--- src/rtl/irq_gate_pkg.sv ---
package irq_gate_pkg;

    typedef enum logic {
        GM_OPEN    = 1'b0,
        GM_BLOCKED = 1'b1
    } gm_state_t;

endpackage

--- src/rtl/irq_gmask_fsm.sv ---
module irq_gmask_fsm
    import irq_gate_pkg::*;
(
    input  logic clk,
    input  logic rst_n,
    input  logic set_i,
    input  logic clr_i,
    output logic blocked_o
);

    gm_state_t state_q, state_d;

    always_comb begin
        state_d = state_q;
        unique case (state_q)
            GM_OPEN:    if (set_i)           state_d = GM_BLOCKED;
            GM_BLOCKED: if (clr_i && !set_i) state_d = GM_OPEN;
            default:                         state_d = GM_OPEN;
        endcase
    end

    always_ff @(posedge clk or negedge rst_n) begin
        if (!rst_n) state_q <= GM_OPEN;
        else        state_q <= state_d;
    end

    always_comb blocked_o = (state_q == GM_BLOCKED);

    AST_SET_BLOCKS: assert property (@(posedge clk) disable iff (!rst_n)
        set_i |=> blocked_o);
    AST_CLR_OPENS: assert property (@(posedge clk) disable iff (!rst_n)
        (clr_i && !set_i) |=> !blocked_o);

endmodule

--- src/rtl/irq_thresh_reg.sv ---
module irq_thresh_reg #(
    parameter int PRIO_W = 3
) (
    input  logic              clk,
    input  logic              rst_n,
    input  logic              wr_i,
    input  logic              wr_max_i,
    input  logic [PRIO_W-1:0] wdata_i,
    output logic [PRIO_W-1:0] thr_o
);

    localparam logic [PRIO_W-1:0] OFF = '0;

    logic [PRIO_W-1:0] thr_q, thr_d;
    logic              tighten_ok;

    always_comb begin
        tighten_ok = (wdata_i != OFF) && ((thr_q == OFF) || (wdata_i < thr_q));
        thr_d = thr_q;
        if (wr_i)                        thr_d = wdata_i;
        else if (wr_max_i && tighten_ok) thr_d = wdata_i;
    end

    always_ff @(posedge clk or negedge rst_n) begin
        if (!rst_n) thr_q <= OFF;
        else        thr_q <= thr_d;
    end

    assign thr_o = thr_q;

    AST_DIRECT_LOAD: assert property (@(posedge clk) disable iff (!rst_n)
        wr_i |=> (thr_o == $past(wdata_i)));
    AST_NEVER_LOOSENS: assert property (@(posedge clk) disable iff (!rst_n)
        (wr_max_i && !wr_i) |=> ((thr_o == $past(thr_o)) ||
            ((thr_o != OFF) && (($past(thr_o) == OFF) || (thr_o < $past(thr_o))))));

endmodule

--- src/rtl/irq_take_logic.sv ---
module irq_take_logic #(
    parameter int PRIO_W = 3
) (
    input  logic              req_valid_i,
    input  logic [PRIO_W-1:0] req_prio_i,
    input  logic              nmi_i,
    input  logic              blocked_i,
    input  logic [PRIO_W-1:0] thr_i,
    output logic              take_o
);

    logic prio_pass;

    always_comb begin
        prio_pass = (thr_i == '0) || (req_prio_i < thr_i);
        take_o    = nmi_i || (req_valid_i && !blocked_i && prio_pass);
    end

endmodule

--- src/rtl/irq_prio_gate.sv ---
module irq_prio_gate #(
    parameter int NUM_LEVELS = 8,
    parameter int PRIO_W     = $clog2(NUM_LEVELS)
) (
    input  logic              clk,
    input  logic              rst_n,
    input  logic              req_valid,
    input  logic [PRIO_W-1:0] req_prio,
    input  logic              nmi_req,
    input  logic              thr_wr,
    input  logic              thr_wr_max,
    input  logic [PRIO_W-1:0] thr_wdata,
    input  logic              gmask_set,
    input  logic              gmask_clr,
    output logic              take_irq,
    output logic              gmask_q,
    output logic [PRIO_W-1:0] thr_q
);

    irq_gmask_fsm u_gmask (
        .clk       (clk),
        .rst_n     (rst_n),
        .set_i     (gmask_set),
        .clr_i     (gmask_clr),
        .blocked_o (gmask_q)
    );

    irq_thresh_reg #(.PRIO_W(PRIO_W)) u_thr (
        .clk      (clk),
        .rst_n    (rst_n),
        .wr_i     (thr_wr),
        .wr_max_i (thr_wr_max),
        .wdata_i  (thr_wdata),
        .thr_o    (thr_q)
    );

    irq_take_logic #(.PRIO_W(PRIO_W)) u_take (
        .req_valid_i (req_valid),
        .req_prio_i  (req_prio),
        .nmi_i       (nmi_req),
        .blocked_i   (gmask_q),
        .thr_i       (thr_q),
        .take_o      (take_irq)
    );

    AST_NMI_ALWAYS: assert property (@(posedge clk) disable iff (!rst_n)
        nmi_req |-> take_irq);
    AST_GLOBAL_BLOCK: assert property (@(posedge clk) disable iff (!rst_n)
        (gmask_q && !nmi_req) |-> !take_irq);
    AST_THR_BLOCK: assert property (@(posedge clk) disable iff (!rst_n)
        (!nmi_req && (thr_q != '0) && (req_prio >= thr_q)) |-> !take_irq);
    AST_IDLE_NO_TAKE: assert property (@(posedge clk) disable iff (!rst_n)
        (!req_valid && !nmi_req) |-> !take_irq);

endmodule

--- config.mk ---
export PLATFORM = sky130hd
export DESIGN_NAME = irq_prio_gate
export DESIGN_NICKNAME = d
export VERILOG_FILES = /design/src/rtl/irq_gate_pkg.sv /design/src/rtl/irq_gmask_fsm.sv /design/src/rtl/irq_thresh_reg.sv /design/src/rtl/irq_take_logic.sv /design/src/rtl/irq_prio_gate.sv
export SDC_FILE = /design/constraint.sdc
export NUM_CORES = 1
export LEC_CHECK = 0
export BUFFER_PORTS_ARGS = -buffer_cell sky130_fd_sc_hd__buf_2
export CORE_AREA = 2 2 39 41
export DETAILED_ROUTE_END_ITERATION = 10
export DIE_AREA = 0 0 41 43
export GPL_ROUTABILITY_DRIVEN = 0
export PLACE_DENSITY_LB_ADDON = 0.25
export SKIP_CTS_REPAIR_TIMING = 1
export SLEW_MARGIN = 15
export SYNTH_ARGS = -nofsm -noshare
export SYNTH_HDL_FRONTEND = slang
export SYNTH_SLANG_ARGS = --single-unit
--- constraint.sdc ---
create_clock -name clk -period 2.1 [get_ports clk]
set_clock_uncertainty 0.2 [all_clocks]
set_input_delay 0.21 -clock clk [delete_from_list [all_inputs] [get_ports clk]]
set_output_delay 0.21 -clock clk [all_outputs]
set_load 0.01 [all_outputs]
Yosys cells after proc, flatten, opt, wreduce, memory -nomap -nowiden

Index checks and enable logic that the tools add are counted.

Register bits after elaboration: 4
Latch bits: 0
RAM bits: 0
Memory bits (read-only): 0
Input bits: 14
Output and inout port bits: 5
Word-level logic and storage cells: 23
Memories: 0

$add $sub $neg: 0
Multipliers: 0
Div/mod/pow operators: 0
$lt $le $gt $ge: 2
Eq/ne operators: 0
Shifts and indexed selects: 0
Muxes and demuxes: 5
Bitwise gates (word level): 1
Reduce and logical (&&, ||, !) cells: 13

Operators with widths:

| operator            | number |
|---|---|
| $lt A3 B3 Y1        | 2 |
| $mux W3             | 2 |
| $logic_and A1 B1 Y1 | 5 |
| $logic_not A3 Y1    | 1 |
| $logic_or A1 B1 Y1  | 3 |
| $reduce_bool A3 Y1  | 1 |
| $logic_not A1 Y1    | 2 |
| $mux W1             | 2 |
| $pmux W1 S2         | 1 |
| $reduce_bool A2 Y1  | 1 |
| $not A1 Y1          | 1 |

Logic depth before layout (Yosys ltp)

Gate-level depths: netlist (run 1).

Word-level depth: 6
Gate-level depth with buffers: 6
Gate-level depth less buffers: 6

Modules after synthesis

Synthesis (run 1) repeated with hierarchy kept, for this count alone.

Cells, all modules: 48
Area total of the unflattened synthesis: 404.1 sq um

Modules (own cells, without submodules):

| module         | instances | cells each | area an instance (sq um) | sequential area each (sq um) |
|---|---|---|---|---|
| irq_thresh_reg | 1         | 35         | 285.3                    | 75.1 |
| irq_take_logic | 1         | 10         | 82.6                     | 0.0 |
| irq_gmask_fsm  | 1         | 3          | 36.3                     | 25.0 |

Least setup slack after synthesis (run 1)

Ideal clock, no wire load.

Path type: flip-flop to output port
Start: reg u_thr.thr_q[1], in the netlist u_thr.thr_o[1]
End: out take_irq
Arrival: 1.378 ns
Required time: 1.690 ns
Slack: 0.312 ns
Stages on the path, launching flop included: 6
Path buffers: 0
Path through: dfrtp_1 -> inv_1 -> ha_1 -> a21oi_1 -> nor2b_1 -> o41ai_1

Cells in the longest elaborated chain, start to end: 4
Elaborated cells on any way between the ends: 5
Classes of those cells: order compare: 1; reduce/logical: 4

RTL lines:

| what                                             | line                 | text |
|---|---|---|
| start: declaration                               | irq_thresh_reg.sv:14 | `logic [PRIO_W-1:0] thr_q, thr_d;` |
| start signal: assignment                         | irq_thresh_reg.sv:26 | `else thr_q <= thr_d;` |
| $lt A3 B3 Y1 or $logic_not A3 Y1 (tied branches) | irq_take_logic.sv:15 | `prio_pass = (thr_i == '0) \|\| (req_prio_i < thr_i);` |
| $logic_or A1 B1 Y1 (*)                           | irq_take_logic.sv:15 |  |
| $logic_and A1 B1 Y1 (*)                          | irq_take_logic.sv:16 | `take_o = nmi_i \|\| (req_valid_i && !blocked_i && prio_pass);` |
| $logic_or A1 B1 Y1 (*)                           | irq_take_logic.sv:16 |  |
| end: declaration                                 | irq_prio_gate.sv:15  | `output logic take_irq,` |

Every way passes the cells marked *; elsewhere a longest branch is shown, timed or not.

Worst setup path after layout (run 1)

Same ends and word-level chain as after synthesis.

==> flow_metrics.env, run 1 <==
export IMPL_core_area_um2=1380
export IMPL_grt_pass1_wl_um=1400
export IMPL_clock_latency_ps=240
export IMPL_min_period_ps=1960
export IMPL_synth_area_um2=373
export IMPL_most_common_layout_cells="buf_2, inv_1, nand2b_1, ha_1"
export IMPL_hold_path_class="input port to asynchronous set/reset pin"
export IMPL_tightest_slew_ps=275
export IMPL_drcViolationCount=0
export IMPL_dp_hpwl_um=695
export IMPL_grt_usage_pct=12.0
export IMPL_dieArea_um2=1760
export IMPL_slew_viol_final=0
export IMPL_startpoint_type="flip-flop"
export IMPL_synthesis_nets=59
export IMPL_timing_fmax_mhz=509
export IMPL_antenna_cells=0
export IMPL_cts_buffers=3
export IMPL_ys_seq_area_share_pct=26.8
export IMPL_avgSynthCellArea_um2=9.09
export IMPL_clockBufferDepth=2
export IMPL_fp_dieW_um=41
export IMPL_final_core_util_pct=38.8
export IMPL_ys_ff_latch=4
export IMPL_ant_nets=0
export IMPL_postRouteWirelength_um=870
export IMPL_netlist_instances=41
export IMPL_cp_max_fo=5
export IMPL_yosysUniqueCellTypes=19
export IMPL_fill_cells=151
export IMPL_yosysWarnings=0
export IMPL_wire_per_inst_um=10.7
export IMPL_grt_pass1_vias=366
export IMPL_nNetsFinal=85
export IMPL_crit_path_end_kind="output pin"
export IMPL_status="finished clean"
export IMPL_drt_first_pass_iters=3
export IMPL_port_buffers=18
export IMPL_start_util_pct=26.9
export IMPL_reg2regPathDepth=6
export IMPL_critPathKind="flip-flop to output pin"
export IMPL_grt_max_degree=10
export IMPL_num_vias=395
export IMPL_area_growth_pct=44.0
export IMPL_final_common_cell="buf_2"
export IMPL_h_tree_depth=1
export IMPL_rsz0062_at_grt="false"
export IMPL_layout_drive_gt1_share_pct=40.0
export IMPL_routed_via_density=4.88
export IMPL_drv_cap=0
export IMPL_cts_root_buffer_cell="clkbuf_4"
export IMPL_clock_sinks=4
export IMPL_cts_tree="done"
export IMPL_fin_tns_setup_ps=0
export IMPL_setup_viol=0
export IMPL_critPathArrivalTime_ps=1550
export IMPL_die_h_um=43
export IMPL_powerDensity_nw_per_um2=684
export IMPL_required_ps=1690
export IMPL_finalCritPeriodShare_pct=93.5
export IMPL_grt_ovfl_total=0
export IMPL_antenna_found_initial=0
export IMPL_vdd_drop_max_uv=401
export IMPL_p_leak_nw=0.249
export IMPL_hold_viol=0
export IMPL_num_rows=14
export IMPL_path_clk_slew_ps=40
export IMPL_relSlewSlack_pct=81.4
export IMPL_io_pins=19
export IMPL_drtIter0Drc=7
-- cell usage after synthesis --
cell | instances | area [µm²]
nor3_1 | 3 | 15.0
o21ai_0 | 3 | 15.0
ha_1 | 4 | 50.1
nor2_1 | 3 | 11.3
a221oi_1 | 3 | 26.3
nor2b_1 | 1 | 6.26
o41ai_1 | 1 | 8.76
inv_1 | 4 | 15.0
dfrtp_1 | 4 | 100
nor3_2 | 1 | 10.0
nand2_1 | 1 | 3.75
a21oi_1 | 2 | 10.0
o21ai_4 | 1 | 16.3
nor2b_4 | 1 | 13.8
nor4b_1 | 2 | 17.5
a31oi_1 | 1 | 6.26
nand2b_1 | 4 | 25.0
nor4b_2 | 1 | 15.0
o21bai_1 | 1 | 7.51
-- where the power goes --
part	switching (mW)	total (mW)	internal (mW)
Sequential	0.0224	0.115	0.0926
Combinational	0.0816	0.157	0.0753
Clock	0.0314	0.0953	0.0639
-- cells by family after synthesis --
family	count (synthesis)	share of synthesized area [%]
buf+inv	4	4.03
fa+ha+maj	4	13.4
simple gates	17	31.5
flops	4	26.8
compound gates	12	24.2
-- flip-flops by register name, indices dropped and copies added (netlist names) --
name / count
u_thr.thr_o: 3
u_gmask.blocked_o: 1
-- critical path: stages, from the launching register on --
cell and delay [ps]:
dfrtp_2 430, inv_1 90, ha_1 230, a21oi_1 120, nor2b_1 60, o41ai_1 210
buf_2 180
-- cell type report --
| class | instances | area [µm²] | share of cell area (%) |
|---|---|---|---|
| Sequential cell | 4 | 101 | 18.9 |
| Inverter | 4 | 15.0 | 2.80 |
| Timing Repair Buffer | 21 | 120 | 22.4 |
| Tap cell | 16 | 20.0 | 3.73 |
| Multi-Input combinational cell | 33 | 258 | 48.0 |
| Clock buffer | 3 | 22.5 | 4.20 |
-- path summary, 6_finish.rpt --
kind | from | end | slack, ps
max | u_thr.thr_o[1] | take_irq | 140
min | rst_n | u_gmask.blocked_o | 100
min in group clk | thr_wdata[2] | u_thr.thr_o[2] | 100
min reg2reg | u_thr.thr_o[2] | u_thr.thr_o[2] | 420
max reg2reg | u_thr.thr_o[2] | u_thr.thr_o[0] | 260
max in group asynchronous | rst_n | u_thr.thr_o[1] | 1460
-- routing by layer --
| metal | up-vias | wire length [µm] | global-route usage [%] |
|---|---|---|---|
| met4 | 0 | 0 | 4.00 |
| met3 | 0 | 91 | 7.85 |
| met2 | 14 | 378 | 16.9 |
| met5 | - | 0 | 0 |
| li1 | 203 | - | - |
| met1 | 178 | 400 | 14.3 |
-- metrics by stage --
step	cells	worst slack, ps	area, µm²	total power [mW]	hold slack, ps
CTS	78	62.8	505	0.370	-438
detailed placement	75	279	483	0.269	-181
global route	81	19.2	537	0.406	102
floorplan	41	312	373	0.213	-286
global placement	75	319	483	0.269	-181
finish	81	137	537	0.367	102
No activity file was read; power rests on OpenSTA's default activity.
==> run 2, diff against run 1 <==
Settings changed: CAP_MARGIN set to 20, CTS_BUF_LIST set to sky130_fd_sc_hd__clkbuf_8.
==> flow_metrics.env, run 2 (synthesis results as in run 1) <==
export IMPL_vdd_drop_max_uv=456
export IMPL_p_leak_nw=0.257
export IMPL_layout_drive_gt1_share_pct=40.0
export IMPL_critPathArrivalTime_ps=1530
export IMPL_clockBufferDepth=2
export IMPL_grt_ovfl_total=0
export IMPL_place_ws_ps=279
export IMPL_ant_nets=0
export IMPL_rsz0062_at_grt="false"
export IMPL_drt_first_pass_iters=3
export IMPL_num_vias=395
export IMPL_cp_max_fo=5
export IMPL_powerDensity_nw_per_um2=776
export IMPL_core_area_um2=1380
export IMPL_fin_tns_setup_ps=0
export IMPL_finalCritPeriodShare_pct=92.4
export IMPL_wire_per_inst_um=11.1
export IMPL_fill_cells=150
export IMPL_cp_cell_sequence="inv_1, ha_1, a21oi_1, nor2b_1, o41ai_1, buf_2"
export IMPL_hold_path_class="input port to asynchronous set/reset pin"
export IMPL_antenna_found_initial=0
export IMPL_critPathKind="flip-flop to output pin"
export IMPL_critPathMaxStageDelay_ps=430
export IMPL_regToRegSetupSlack_ps=260
export IMPL_hold_viol=0
export IMPL_grt_pass1_wl_um=1450
export IMPL_most_common_layout_cells="buf_2, inv_1, nand2b_1, ha_1"
export IMPL_path_clk_slew_ps=30
export IMPL_grt_pass1_vias=377
export IMPL_antenna_cells=0
export IMPL_startpoint_type="flip-flop"
export IMPL_finalPower_mw=0.431
export IMPL_setup_viol=0
export IMPL_drtIter0Drc=3
export IMPL_start_util_pct=26.9
export IMPL_postRouteWirelength_um=899
export IMPL_clock_sinks=4
export IMPL_drcViolationCount=0
export IMPL_port_buffers=18
export IMPL_largest_reg_flops=3
export IMPL_grt_max_degree=10
export IMPL_nNetsFinal=85
export IMPL_fp_dieW_um=41
export IMPL_timing_fmax_mhz=515
export IMPL_slew_viol_final=0
export IMPL_layout_setup_ws_ps=159
export IMPL_dieArea_um2=1760
export IMPL_num_rows=14
export IMPL_drv_cap=0
export IMPL_clock_latency_ps=220
export IMPL_cts_tree="done"
export IMPL_io_pins=19
export IMPL_h_tree_depth=1
export IMPL_area_growth_pct=49.0
export IMPL_dp_hpwl_um=695
export IMPL_status="finished clean"
export IMPL_routed_via_density=4.88
export IMPL_grt_usage_pct=12.4
export IMPL_relSlewSlack_pct=81.4
export IMPL_cts_root_buffer_cell="clkbuf_8"
export IMPL_tightest_slew_ps=275
export IMPL_cp_slowest_cell="dfrtp_2"
export IMPL_crit_path_end_kind="output pin"
export IMPL_die_h_um=43
export IMPL_final_common_cell="buf_2"
export IMPL_required_ps=1690
export IMPL_min_period_ps=1940
export IMPL_crit_buf_inv=2
export IMPL_path_delay_family="flip-flops"
export IMPL_cts_buffers=3
==> run 2: cell types whose count changed in the layout (fill, tap and decap cells not counted) <==
cell      before  now
clkbuf_4       3    0
clkbuf_8       0    3
==> run 2: layout make-up <==
cell class | instances | area (µm²) | area share (%)
multi-input combinational | 33 | 258 | 46.4
sequential | 4 | 101 | 18.2
tap | 16 | 20.0 | 3.60
clock buffer | 3 | 41.3 | 7.43
inverter | 4 | 15.0 | 2.70
timing repair buffer | 21 | 120 | 21.6
==> run 2: where the power goes <==
part | total, mW | leakage [nW] | internal [mW] | switching (mW)
registers | 0.115 | 0.0461 | 0.0927 | 0.0225
clock network | 0.159 | 0.0216 | 0.122 | 0.0367
logic | 0.157 | 0.189 | 0.0753 | 0.0822
==> run 2: path summary, 6_finish.rpt <==
check	depth (start not counted)	startpoint	to
max in group asynchronous	2	rst_n	u_thr.thr_o[1]
worst max-delay path	6	u_thr.thr_o[1]	take_irq
min in group clk	3	thr_wdata[2]	u_thr.thr_o[2]
worst max register to register	6	u_thr.thr_o[2]	u_thr.thr_o[0]
worst min-delay path	2	rst_n	u_gmask.blocked_o
worst min register to register	2	u_thr.thr_o[2]	u_thr.thr_o[2]
==> run 2: layer usage <==
metal | global-route usage [%] | wire, µm
met5 | 0 | 0
met4 | 4.00 | 0
met3 | 7.85 | 86
met2 | 18.1 | 391
met1 | 14.3 | 421
==> run 2: metrics by stage <==
stage	instances	cell area [µm²]	hold slack [ps]	utilization [%]
CTS	78	524	-410	37.9
global placement	75	483	-181	34.9
floorplan	41	373	-286	-
finish	81	556	129	40.1
global route	81	556	136	40.1
detailed placement	75	483	-181	34.9
==> run 3, diff against run 2 <==
--- a/config.mk
+++ b/config.mk
@@ -14,3 +14,3 @@
 export GPL_ROUTABILITY_DRIVEN = 0
-export PLACE_DENSITY_LB_ADDON = 0.25
+export PLACE_DENSITY = 0.52
 export SKIP_CTS_REPAIR_TIMING = 1
@@ -20 +20,2 @@
 export SYNTH_SLANG_ARGS = --single-unit
+export TNS_END_PERCENT = 5
==> constraint.sdc (replaced) <==
create_clock -name clk -period 2.1 [get_ports clk]
set_clock_uncertainty 0.2 [all_clocks]
set_input_delay 0.105 -clock clk [delete_from_list [all_inputs] [get_ports clk]]
set_output_delay 0.105 -clock clk [all_outputs]
set_load 0.01 [all_outputs]
==> flow_metrics.env, run 3 (synthesis results as in run 1) <==
export IMPL_grt_use_met3_pct=0
export IMPL_grt_usage_pct=10.6
export IMPL_cts_tree="done"
export IMPL_start_util_pct=26.9
export IMPL_drtIter0Drc=7
export IMPL_routed_via_density=5.10
export IMPL_reg2regPathDepth=6
export IMPL_layout_drive_gt1_share_pct=38.5
export IMPL_largest_reg_flops=3
export IMPL_status="finished clean"
export IMPL_critPathMaxStageDelay_ps=410
export IMPL_grtUsageMet2_pct=18.1
export IMPL_startpoint_type="flip-flop"
export IMPL_ant_nets=0
export IMPL_clockBufferDepth=2
export IMPL_nNetsFinal=85
export IMPL_h_tree_depth=1
export IMPL_slew_viol_final=0
export IMPL_cp_slowest_cell="dfrtp_1"
export IMPL_cp_cell_sequence="inv_1, ha_1, a21oi_1, nor2b_1, o41ai_1, buf_2"
export IMPL_timing_rr_start="u_thr.thr_o[2]"
export IMPL_layout_setup_ws_ps=217
export IMPL_num_vias=413
export IMPL_io_pins=19
export IMPL_multi_input_area_um2=258
export IMPL_timing_fmax_mhz=531
export IMPL_cts_buffers=3
export IMPL_fin_tns_setup_ps=0
export IMPL_crit_path_end_kind="output pin"
export IMPL_drcViolationCount=0
export IMPL_critPathArrivalTime_ps=1580
export IMPL_place_ws_ps=248
export IMPL_finalCritPeriodShare_pct=89.7
export IMPL_core_area_um2=1380
export IMPL_grt_pass1_wl_um=1350
export IMPL_clock_latency_ps=220
export IMPL_most_common_layout_cells="buf_2, inv_1, nand2b_1, ha_1, dfrtp_1"
export IMPL_p_leak_nw=0.258
export IMPL_final_core_util_pct=40.1
export IMPL_fill_cells=148
export IMPL_wire_per_inst_um=10.7
export IMPL_seqPwrFrac_pct=26.3
export IMPL_hold_viol=0
export IMPL_grt_pass1_vias=367
export IMPL_grt_ovfl_total=0
export IMPL_grt_max_degree=10
export IMPL_clock_sinks=4
export IMPL_cts_root_buffer_cell="clkbuf_8"
export IMPL_combPwrFrac_pct=36.7
export IMPL_switching_power_mw=0.140
export IMPL_relSlewSlack_pct=79.9
export IMPL_port_buffers=18
export IMPL_drv_cap=0
export IMPL_dieArea_um2=1760
export IMPL_p_clk_share_pct=37.0
export IMPL_area_sequential_um2=100
export IMPL_grt_use_met1_pct=13.4
export IMPL_path_clk_slew_ps=30
export IMPL_drt_first_pass_iters=4
export IMPL_min_period_ps=1880
export IMPL_antenna_found_initial=0
export IMPL_setup_viol=0
export IMPL_p_int_mw=0.290
export IMPL_final_area_um2=554
export IMPL_fp_dieW_um=41
export IMPL_final_common_cell="buf_2"
export IMPL_cp_max_fo=5
export IMPL_regToRegSetupSlack_ps=260
export IMPL_area_growth_pct=48.7
export IMPL_swShare_pct=32.6
export IMPL_antenna_cells=0
export IMPL_crit_buf_inv=2
export IMPL_vdd_drop_max_uv=266
export IMPL_r2r_end="u_thr.thr_o[1]"
export IMPL_die_h_um=43
export IMPL_path_delay_family="flip-flops"
export IMPL_postRouteWirelength_um=870
export IMPL_hold_path_class="input port to asynchronous set/reset pin"
export IMPL_required_ps=1790
export IMPL_dp_hpwl_um=719
export IMPL_dpl_cell_area_um2=483
export IMPL_top_usage_layer="met2"
export IMPL_num_rows=14
export IMPL_critPathKind="flip-flop to output pin"
export IMPL_powerDensity_nw_per_um2=776
export IMPL_tightest_slew_ps=297
export IMPL_rsz0062_at_grt="false"
-- run 3: cell counts in the layout (fill, tap and decap cells not counted) --
No cell type changed its count.
-- run 3: power groups by stage --
stage | combinational [mW] | clock, mW | sequential (mW)
finish | 0.158 | 0.159 | 0.113
global route | 0.179 | 0.164 | 0.117
CTS | 0.156 | 0.159 | 0.114
detailed placement | 0.156 | 0 | 0.115
global placement | 0.156 | 0 | 0.114
floorplan | 0.0953 | 0 | 0.117
-- run 3: area by class of cell --
class | instances | share of cell area, %
multi-input cells | 33 | 46.5
repair buffers | 21 | 21.7
flip-flops and latches | 4 | 18.1
clock buffers | 3 | 7.45
well taps | 16 | 3.61
inverters | 4 | 2.71
-- run 3: layer usage --
layer / vias up / routed length, µm
met3: 3 / 50
li1: 204 / -
met1: 193 / 377
met2: 13 / 427
met5: - / 0
met4: 0 / 16
-- run 3: how the worst max path moves through the flow --
stage | end | cells past startpoint | slack [ps] | start
final | take_irq | 6 | 220 | u_thr.thr_o[1]
after global routing | u_thr.thr_o[0] | 6 | 70 | u_thr.thr_o[2]
after CTS | take_irq | 6 | 190 | u_thr.thr_o[1]
after detailed placement | u_thr.thr_o[1] | 6 | 250 | u_thr.thr_o[2]
after global placement | u_thr.thr_o[1] | 6 | 270 | u_thr.thr_o[2]
after floorplan | u_thr.thr_o[0] | 6 | 350 | u_thr.thr_o[2]
-- run 3: stage by stage --
| step | hold slack, ps | instances | total power [mW] |
|---|---|---|---|
| 3_3_place_gp | -287 | 75 | 0.271 |
| 6_report | 22.0 | 81 | 0.430 |
| 2_1_floorplan | -391 | 41 | 0.213 |
| 5_1_grt | 37.1 | 81 | 0.461 |
| 4_1_cts | -508 | 78 | 0.429 |
| 3_5_place_dp | -286 | 75 | 0.271 |
